==> src/rtl/fpmm_pkg.sv <==
package fpmm_pkg;

    // lane-mode encodings
    typedef enum logic [1:0] {
        LM_SCALAR_D = 2'b00,
        LM_DUAL_D   = 2'b01,
        LM_QUAD_S   = 2'b10,
        LM_QUAD_S2  = 2'b11
    } lane_mode_e;

    localparam int D_EXP  = 11;
    localparam int D_FRAC = 52;
    localparam int D_W    = 1 + D_EXP + D_FRAC;
    localparam int S_EXP  = 8;
    localparam int S_FRAC = 23;
    localparam int S_W    = 1 + S_EXP + S_FRAC;

    // operand classification carried through a lane
    typedef struct packed {
        logic neg;
        logic is_nan;
        logic is_snan;
        logic is_inf;
    } fp_class_t;

    // which rule picked the lane result
    typedef enum logic [2:0] {
        PICK_SNAN_A,
        PICK_SNAN_B,
        PICK_QNAN,
        PICK_INF_A,
        PICK_INF_B,
        PICK_ORDER
    } pick_rule_e;

endpackage

==> src/rtl/fpmm_lane.sv <==
module fpmm_lane
    import fpmm_pkg::*;
#(
    parameter int EXP_W  = 11,
    parameter int FRAC_W = 52,
    localparam int W     = 1 + EXP_W + FRAC_W
) (
    input  logic         max_i,
    input  logic [W-1:0] a_i,
    input  logic [W-1:0] b_i,
    output logic [W-1:0] res_o,
    output logic         snan_o
);

    localparam logic [W-1:0] QBIT = W'(1) << (FRAC_W - 1);

    fp_class_t  ca, cb;
    pick_rule_e rule;
    logic       a_below;

    function automatic fp_class_t classify(input logic [W-1:0] v);
        fp_class_t c;
        logic exp_ones, frac_nz;
        exp_ones  = &v[W-2:FRAC_W];
        frac_nz   = |v[FRAC_W-1:0];
        c.neg     = v[W-1];
        c.is_nan  = exp_ones && frac_nz;
        c.is_snan = exp_ones && frac_nz && !v[FRAC_W-1];
        c.is_inf  = exp_ones && !frac_nz;
        return c;
    endfunction

    always_comb begin
        ca = classify(a_i);
        cb = classify(b_i);

        // raw field ordering: sign, then magnitude inverted for negatives
        if (ca.neg != cb.neg)
            a_below = ca.neg;
        else if (ca.neg)
            a_below = a_i[W-2:0] > b_i[W-2:0];
        else
            a_below = a_i[W-2:0] < b_i[W-2:0];

        if (ca.is_snan)                 rule = PICK_SNAN_A;
        else if (cb.is_snan)            rule = PICK_SNAN_B;
        else if (ca.is_nan || cb.is_nan) rule = PICK_QNAN;
        else if (ca.is_inf)             rule = PICK_INF_A;
        else if (cb.is_inf)             rule = PICK_INF_B;
        else                            rule = PICK_ORDER;

        unique case (rule)
            PICK_SNAN_A: res_o = a_i | QBIT;
            PICK_SNAN_B: res_o = b_i | QBIT;
            PICK_QNAN:   res_o = cb.is_nan ? a_i : b_i;
            PICK_INF_A:  res_o = (ca.neg == max_i) ? b_i : a_i;
            PICK_INF_B:  res_o = (cb.neg == max_i) ? a_i : b_i;
            default:     res_o = (a_below == max_i) ? b_i : a_i;
        endcase

        snan_o = ca.is_snan || cb.is_snan;
    end

    // a signalling input never leaves the lane unquieted
    always_comb begin
        a_r2_quieted: assert (!snan_o || (res_o[FRAC_W-1] && &res_o[W-2:FRAC_W]))
            else $error("signalling NaN left lane unquieted");
        a_r4_source: assert (res_o == a_i || res_o == b_i ||
                             res_o == (a_i | QBIT) || res_o == (b_i | QBIT))
            else $error("lane result not drawn from an operand");
    end

endmodule

==> src/rtl/fpmm_select.sv <==
module fpmm_select
    import fpmm_pkg::*;
#(
    parameter int VEC_W      = 128,
    parameter bit KEEP_UPPER = 1'b1,
    localparam int NUM_D     = VEC_W / D_W,
    localparam int NUM_S     = VEC_W / S_W,
    localparam int HI_W      = VEC_W - D_W
) (
    input  lane_mode_e       mode_i,
    input  logic [VEC_W-1:0] d_res_i,
    input  logic [NUM_D-1:0] d_snan_i,
    input  logic [VEC_W-1:0] s_res_i,
    input  logic [NUM_S-1:0] s_snan_i,
    input  logic [HI_W-1:0]  prev_hi_i,
    output logic [VEC_W-1:0] res_o,
    output logic             snan_o
);

    logic [HI_W-1:0] scalar_hi;

    generate
        if (KEEP_UPPER) begin : g_keep
            assign scalar_hi = prev_hi_i;
        end else begin : g_zero
            assign scalar_hi = '0;
        end
    endgenerate

    always_comb begin
        unique case (mode_i)
            LM_SCALAR_D: begin
                res_o  = {scalar_hi, d_res_i[D_W-1:0]};
                snan_o = d_snan_i[0];
            end
            LM_DUAL_D: begin
                res_o  = d_res_i;
                snan_o = |d_snan_i;
            end
            default: begin
                res_o  = s_res_i;
                snan_o = |s_snan_i;
            end
        endcase
    end

    // single-lane mode draws its low half from double lane 0
    always_comb begin
        a_r1_scalar_low: assert (mode_i != LM_SCALAR_D || res_o[D_W-1:0] == d_res_i[D_W-1:0])
            else $error("scalar low half mismatch");
    end

endmodule

==> src/rtl/fpmm_unit.sv <==
module fpmm_unit
    import fpmm_pkg::*;
#(
    parameter int VEC_W      = 128,
    parameter bit KEEP_UPPER = 1'b1,
    localparam int NUM_D     = VEC_W / D_W,
    localparam int NUM_S     = VEC_W / S_W,
    localparam int HI_W      = VEC_W - D_W
) (
    input  logic             clk,
    input  logic             rst,
    input  logic             in_valid_i,
    input  logic             op_max_i,
    input  logic [1:0]       mode_i,
    input  logic [VEC_W-1:0] opa_i,
    input  logic [VEC_W-1:0] opb_i,
    input  logic [HI_W-1:0]  prev_hi_i,
    input  logic             clr_flag_i,
    output logic             out_valid_o,
    output logic [VEC_W-1:0] result_o,
    output logic             invalid_o
);

    logic [VEC_W-1:0] d_res, s_res, nxt_res;
    logic [NUM_D-1:0] d_snan;
    logic [NUM_S-1:0] s_snan;
    logic             nxt_snan;

    generate
        for (genvar d = 0; d < NUM_D; d++) begin : g_dbl
            fpmm_lane #(.EXP_W(D_EXP), .FRAC_W(D_FRAC)) u_lane (
                .max_i  (op_max_i),
                .a_i    (opa_i[d*D_W +: D_W]),
                .b_i    (opb_i[d*D_W +: D_W]),
                .res_o  (d_res[d*D_W +: D_W]),
                .snan_o (d_snan[d])
            );
        end
        for (genvar s = 0; s < NUM_S; s++) begin : g_sgl
            fpmm_lane #(.EXP_W(S_EXP), .FRAC_W(S_FRAC)) u_lane (
                .max_i  (op_max_i),
                .a_i    (opa_i[s*S_W +: S_W]),
                .b_i    (opb_i[s*S_W +: S_W]),
                .res_o  (s_res[s*S_W +: S_W]),
                .snan_o (s_snan[s])
            );
        end
    endgenerate

    fpmm_select #(.VEC_W(VEC_W), .KEEP_UPPER(KEEP_UPPER)) u_sel (
        .mode_i    (lane_mode_e'(mode_i)),
        .d_res_i   (d_res),
        .d_snan_i  (d_snan),
        .s_res_i   (s_res),
        .s_snan_i  (s_snan),
        .prev_hi_i (prev_hi_i),
        .res_o     (nxt_res),
        .snan_o    (nxt_snan)
    );

    always_ff @(posedge clk) begin
        if (rst) begin
            out_valid_o <= 1'b0;
            result_o    <= '0;
            invalid_o   <= 1'b0;
        end else begin
            out_valid_o <= in_valid_i;
            if (in_valid_i)
                result_o <= nxt_res;
            invalid_o <= (invalid_o && !clr_flag_i) || (in_valid_i && nxt_snan);
        end
    end

    a_r9_valid_follow: assert property (@(posedge clk) disable iff (rst)
        in_valid_i |=> out_valid_o);
    a_r9_valid_idle: assert property (@(posedge clk) disable iff (rst)
        !in_valid_i |=> !out_valid_o);
    a_r9_hold: assert property (@(posedge clk) disable iff (rst)
        !in_valid_i |=> $stable(result_o));
    a_r10_sticky: assert property (@(posedge clk) disable iff (rst)
        invalid_o && !clr_flag_i |=> invalid_o);
    a_r10_set: assert property (@(posedge clk) disable iff (rst)
        in_valid_i && nxt_snan |=> invalid_o);
    a_r10_clear: assert property (@(posedge clk) disable iff (rst)
        clr_flag_i && !(in_valid_i && nxt_snan) |=> !invalid_o);
    a_r8_upper: assert property (@(posedge clk) disable iff (rst)
        in_valid_i && mode_i == LM_SCALAR_D |=>
            result_o[VEC_W-1:D_W] == ((KEEP_UPPER != 0) ? $past(prev_hi_i) : '0));

endmodule

==> config.mk <==
export PLATFORM = sky130hd
export DESIGN_NAME = fpmm_unit
export DESIGN_NICKNAME = d
export VERILOG_FILES = /design/src/rtl/fpmm_pkg.sv /design/src/rtl/fpmm_lane.sv /design/src/rtl/fpmm_select.sv /design/src/rtl/fpmm_unit.sv
export SDC_FILE = /design/constraint.sdc
export NUM_CORES = 2
export LEC_CHECK = 0
export BUFFER_PORTS_ARGS = -buffer_cell sky130_fd_sc_hd__buf_4
export CAP_MARGIN = 20
export CORE_MARGIN = 2
export CORE_UTILIZATION = 31
export DETAILED_ROUTE_END_ITERATION = 10
export GPL_TIMING_DRIVEN = 0
export PLACE_DENSITY = 0.58
export RECOVER_POWER = 50
export SYNTH_ARGS = -nofsm -noshare
export SYNTH_HDL_FRONTEND = slang
export SYNTH_SLANG_ARGS = --single-unit
==> constraint.sdc <==
create_clock -name clk -period 9.1 [get_ports clk]
set_clock_uncertainty 0.2 [all_clocks]
set_input_delay 0.455 -clock clk [delete_from_list [all_inputs] [get_ports clk]]
set_output_delay 0.455 -clock clk [all_outputs]
set_load 0.01 [all_outputs]
======== After elaboration in Yosys (flattened, before gate mapping) ========
Cells that the tools add are included.
word-level totals
  bits in registers ....................... 130
  input bits .............................. 327
  output and inout port bits .............. 130
  word-level logic and storage cells ...... 241
cells by class
  $lt $le $gt $ge ......................... 12
  eq/ne operators ......................... 43
  multiplexer cells ....................... 74
  reduce and logical (&&, ||, !) cells .... 109
operators by type and width
  kind                                                                    count
  32-bit one-hot mux with 5 select lines                                  4
  64-bit one-hot mux with 5 select lines                                  2
  32-bit two-way mux                                                      16
  64-bit two-way mux                                                      8
  128-bit one-hot mux with 2 select lines                                 1
  52-bit OR reduction                                                     4
  23-bit OR reduction                                                     8
  63-bit > comparator                                                     2
  63-bit < comparator                                                     2
  31-bit > comparator                                                     4
  31-bit < comparator                                                     4
  3-bit two-way mux                                                       24
  8-bit AND reduction                                                     8
  11-bit AND reduction                                                    4
  1-bit logical AND                                                       38
  3-bit by 2-bit equality test with 1-bit output (second input constant)  12
  1-bit zero test                                                         25
  3-bit by 1-bit equality test with 1-bit output (second input constant)  6
  3-bit equality test (second input constant)                             6
  3-bit zero test                                                         6
  1-bit two-way mux                                                       18
  1-bit equality test                                                     14
  1-bit logical OR                                                        13
  1-bit != test                                                           4
  other kinds (5)                                                         5

======== Depth between registers and ports, before layout ========
  depth after elaboration ................. 11
  depth in mapped cells ................... 15
  depth with buffers taken out ............ 12

======== Hierarchy ========
Synthesis repeated with hierarchy kept, for this count alone.
unflattened totals
  cell total of the unflattened synthesis .. 2715
  area total of the unflattened synthesis .. 21625.7 µm²
by module, submodules not included
  module                            instances  cells each  area an instance (µm²)  seq. area each (µm²)
  fpmm_lane at g_dbl[0].u_lane ...  2          418         3099.2                  0.0
  fpmm_lane at g_sgl[1].u_lane ...  3          211         1675.4                  0.0
  fpmm_unit                         1          419         4684.5                  2602.5
  fpmm_lane at g_sgl[0].u_lane      1          539         3402.0                  0.0
  fpmm_select                       1          288         2314.7                  0.0

======== Least setup slack after synthesis ========
Ideal clock, no wire load.
  kind .................................... input port to flip-flop
  start point ............................. in opb_i[118]
  end point ............................... reg result_o[82]
  setup time .............................. 0.122 ns
  data arrival time ....................... 3.608 ns
  required time ........................... 8.778 ns
  slack ................................... 5.170 ns
  stages .................................. 14
  path buffers ............................ 2
  cells stage by stage .................... clkbuf_1 -> clkinv_1 -> ha_1 -> nand4_1 -> nor4_1 -> nand4_1 -> a31oi_1 -> a41oi_1 -> a32oi_1 -> nand3_1 -> a31oi_1 -> buf_4 -> nor3_1 -> o32a_1
on the way
  cells in the longest elaborated chain, start to end .. 10
  elaborated cells on any way between the ends .. 24
RTL lines
  item                                                         RTL line           text
  from (decl)                                                  fpmm_unit.sv:16    input logic [VEC_W-1:0] opb_i,
  branches (longest 8 deep; another with 63-bit < comparator)  n/a
  64-bit one-hot mux with 5 select lines (*)                   fpmm_lane.sv:52    unique case (rule)
  128-bit one-hot mux with 2 select lines (*)                  fpmm_select.sv:31  unique case (mode_i)
  to (signal assigned)                                         fpmm_unit.sv:69    result_o <= nxt_res;
  to (decl)                                                    fpmm_unit.sv:20    output logic [VEC_W-1:0] result_o,
Mark *: on every way between the ends.
A chain may end at the register's enable or synchronous reset.

======== Final worst setup path ========
  start point ............................. in opb_i[118]
  end point ............................... reg result_o[86]
Same word-level chain as after synthesis.

==> metrics.log <==
INFO  metric chipHeight = 247 um
INFO  metric cts_resized = 0
INFO  metric cts_bufs_inserted = 17
INFO  metric floorplan.die.width = 247 um
INFO  metric avgSynthCellArea = 6.81 um^2
INFO  metric cap_violations = 0
INFO  metric tritoncts = yes
INFO  metric floorplan.core_area = 58700 um^2
INFO  metric report.final.slew_viol_count = 0
INFO  metric drt_iter0_drc = 3759
INFO  metric gr-max-usage-layer = met2
INFO  metric synth_area = 18300 um^2
INFO  metric min_period = 5.73 ns
INFO  metric drtPass1Iterations = 8
INFO  metric worstHoldPathType = primary input to register
INFO  metric syn-num-nets = 3140
INFO  metric setup.worst_path.end_class = register
INFO  metric design.portCount = 457
INFO  metric netlist.top_cell.by_area = dfxtp_1
INFO  metric met2_usage = 50.1%
INFO  metric postSynthRegisterBits = 130
INFO  metric place_ws = 3.29 ns
INFO  metric critical_path_required = 9.26 ns
INFO  metric fp.dieArea = 60900 um^2
INFO  metric pin_count_of_the_biggest_net_entering_global_routing = 17
INFO  metric placement_rows = 89
INFO  metric grt_remaining_overflow = 0
INFO  metric grt.total_usage = 33.8%
INFO  metric status = finished clean
INFO  metric number_of_buffers_inserted_by_port_buffering = 445
INFO  metric synthArstFlopShare = 0%
INFO  metric timing.critical_path.fanout_max = 10
INFO  metric timing.final.crit_share = 63.0%
INFO  metric cts_h_tree_lvls = 4
INFO  metric grt.met1_usage = 45.7%
INFO  metric cts_hold_buffers_added = 0
INFO  metric cts_setup_buffers = 0
INFO  metric synth.yosys.seq_area_share = 14.2%
INFO  metric synthDistinctLibCells = 91
INFO  metric routed-via-count = 25364
INFO  metric max-vdd-ir-drop = 170 uV
INFO  metric maxSlewHeadroom = 16.4%
INFO  metric synthesis.instances = 2685
INFO  metric gp_weighted_congestion = 1.01
INFO  metric finalSetupTns = 0 ns
INFO  metric syn2layout_area_growth = 24.2%
INFO  metric rr_startpoint = result_o[118]$_SDFFE_PP0P_
INFO  metric pwr_per_cell_area = 114 nW/um^2
INFO  metric switching_power = 1.14 mW
INFO  metric synth_warnings = 0
INFO  metric unrepaired_setup_endpoints_after_global_routing = no
INFO  metric critical_path.startpoint_type = primary input
INFO  metric totalWireLength = 107000 um
INFO  metric netlist_top_cells_area = dfxtp_1 14%, ha_1 8.8%, nor2_1 6.1%
INFO  metric wire_length_of_the_first_global_routing_pass = 154000 um
INFO  metric post_drt_wl_per_cell = 27.3 um
INFO  metric clk_latency = 0.51 ns
INFO  metric filler_cell_count_in_the_final_layout = 6447
INFO  metric clk_transition_reported_paths = 0.07 ns
INFO  metric worst_pin_slew = 1.25 ns
INFO  metric grt.met3_usage = 8.41%
INFO  metric initial_utilization = 31.1%
INFO  metric fin_util = 38.7%
INFO  metric setup_slack = 3.37 ns
INFO  metric routed_via_density = 6.44
INFO  metric max_clock_freq = 175 MHz
INFO  metric cellInternalPower = 1.46 mW
INFO  metric p_leak = 9.08 nW
INFO  metric grt_antenna_before_repair = 9
INFO  metric worst_setup_path_startpoint = opb_i[118]
INFO  metric yosys_most_used_dff = dfxtp_1
INFO  metric cts_root_buffer = clkbuf_16
INFO  metric setup-violations-final = 0
INFO  metric worst-setup-path-type = primary input to register
INFO  metric layout-drive-gt1-share = 13.1%
INFO  metric first_global_vias = 23184
INFO  metric number_of_flops_mapped_to_enable_cells_by_yosys = 0
INFO  metric hold_viol = 0
INFO  metric dpl.hpwl = 84700 um
INFO  metric critPathArrivalTime = 5.89 ns
INFO  metric hold_startpoint = opa_i[112]
INFO  metric final_antenna_net_count = 0
INFO  metric ctsLongestPathBuffers = 2
INFO  metric drc = 0
INFO  metric yosysTopAreaCellShare = 14.2%
INFO  metric clock_power_share = 29.3%
INFO  metric clock_sinks = 130
INFO  metric whs = 0.0600 ns
INFO  metric seq_power_share = 26.2%
INFO  metric share_comb_of_total_power = 44.6%
INFO  metric p_sw_share = 43.8%
INFO  metric num-nets-final = 3606
flip-flops by register name, indices dropped and copies added, names as in the netlist:
register / count
result_o: 128
invalid_o: 1
out_valid_o: 1
cells in the mapped netlist, types with 7 or more instances:
master    number
a211o_1       30
a211oi_1      41
a21boi_0       9
a21o_1        28
a21oi_1      220
a221o_1       28
a221oi_1      51
a222oi_1      23
a22oi_1       24
a311o_1       20
a31o_2         7
a31oi_1       24
and3_1        22
and4_1         9
buf_1         21
buf_2         15
clkbuf_1     167
dfxtp_1      130
ha_1         128
inv_1        146
mux2_2         9
mux2i_1       68
nand2_1      236
nand3_1       89
nand3b_1      11
nand4_1       63
nor2_1       299
nor3_1        83
nor4_1        45
o211a_1       28
o211ai_1      60
o21a_1        12
o21ai_0      203
o221ai_1      66
o22ai_1       40
o31a_1         9
o31ai_1       39
o32ai_1       16
o41ai_1       14
or2_2          8
or3_1         13
or4_1         14
stage by stage:
stage | area, um^2 | cells | power [mW]
5_1_grt | 22700 | 3938 | 2.71
3_5_place_dp | 22600 | 3905 | 1.86
3_3_place_gp | 22600 | 3903 | 1.86
6_report | 22700 | 3939 | 2.60
4_1_cts | 23200 | 3936 | 2.62
2_1_floorplan | 18300 | 2685 | 1.30
worst paths after layout:
kind	slack [ns]	cells past startpoint	end
min reg2reg	0.27	2	result_o[37]$_SDFFE_PP0P_
max	3.37	14	result_o[86]$_SDFFE_PP0P_
max reg2reg	7.67	3	result_o[118]$_SDFFE_PP0P_
min	0.06	3	result_o[112]$_SDFFE_PP0P_
cells by family after synthesis:
logic type / synth area share, %
AO/OA/AOI/OAI: 40.9
AND/OR/NAND/NOR: 23.5
buffers and inverters: 7.70
adder cells (fa/ha/maj): 8.87
flip-flops: 14.2
multiplexers: 4.34
XOR/XNOR: 0.527
power by group through the flow:
stage	clock network, mW	logic [mW]	registers (mW)
final	0.760	1.16	0.680
after global routing	0.790	1.24	0.685
after CTS	0.771	1.17	0.679
after detailed placement	0	1.17	0.692
after global placement	0	1.17	0.691
after floorplan	0	0.593	0.703
critical path, stage by stage:
cell      delay (ns)
clkbuf_1        0.30
clkinv_1        0.36
ha_1            0.41
nand4_1         0.18
nor4_1          0.91
nand4_1         0.27
a31oi_1         0.32
a41oi_1         0.15
a32o_1          0.46
nor3_1          0.75
clkbuf_1        0.72
nor3_1          0.10
a211oi_1        0.38
o41ai_1         0.12
layer usage:
layer	part of all wire, %	up-vias
met4	4.6	12
met5	0.073	-
li1	-	11350
met2	42	1719
met1	42	12014
met3	12	269
cells in the final DEF, fill, tap and decap left out, types with 30 or more instances in the layout:
cell and instances:
o221ai_1 66, clkbuf_1 298, o211ai_1 60, nand2_1 236, a211oi_1 41, nor4_1 45, o21ai_0 203, mux2i_1 68
o22ai_1 40, nand3_1 89, a221oi_1 51, o31ai_1 39, a211o_1 30, nand4_1 63, inv_1 146, a21oi_1 220
nor2_1 299, dfxtp_1 130, buf_4 318, ha_1 128, nor3_1 83
cell type report:
type / count / area [um^2] / share of cell area (%)
Antenna cell: 3 / 7.51 / 0.0331
Buffer: 210 / 852 / 3.75
Clock buffer: 20 / 457 / 2.01
Clock inverter: 11 / 130 / 0.573
Inverter: 148 / 556 / 2.45
Multi-Input combinational cell: 2197 / 14300 / 62.8
Sequential cell: 130 / 2600 / 11.5
Tap cell: 773 / 967 / 4.26
Timing Repair Buffer: 447 / 2870 / 12.6
No activity file was read; power rests on OpenSTA's default activity.
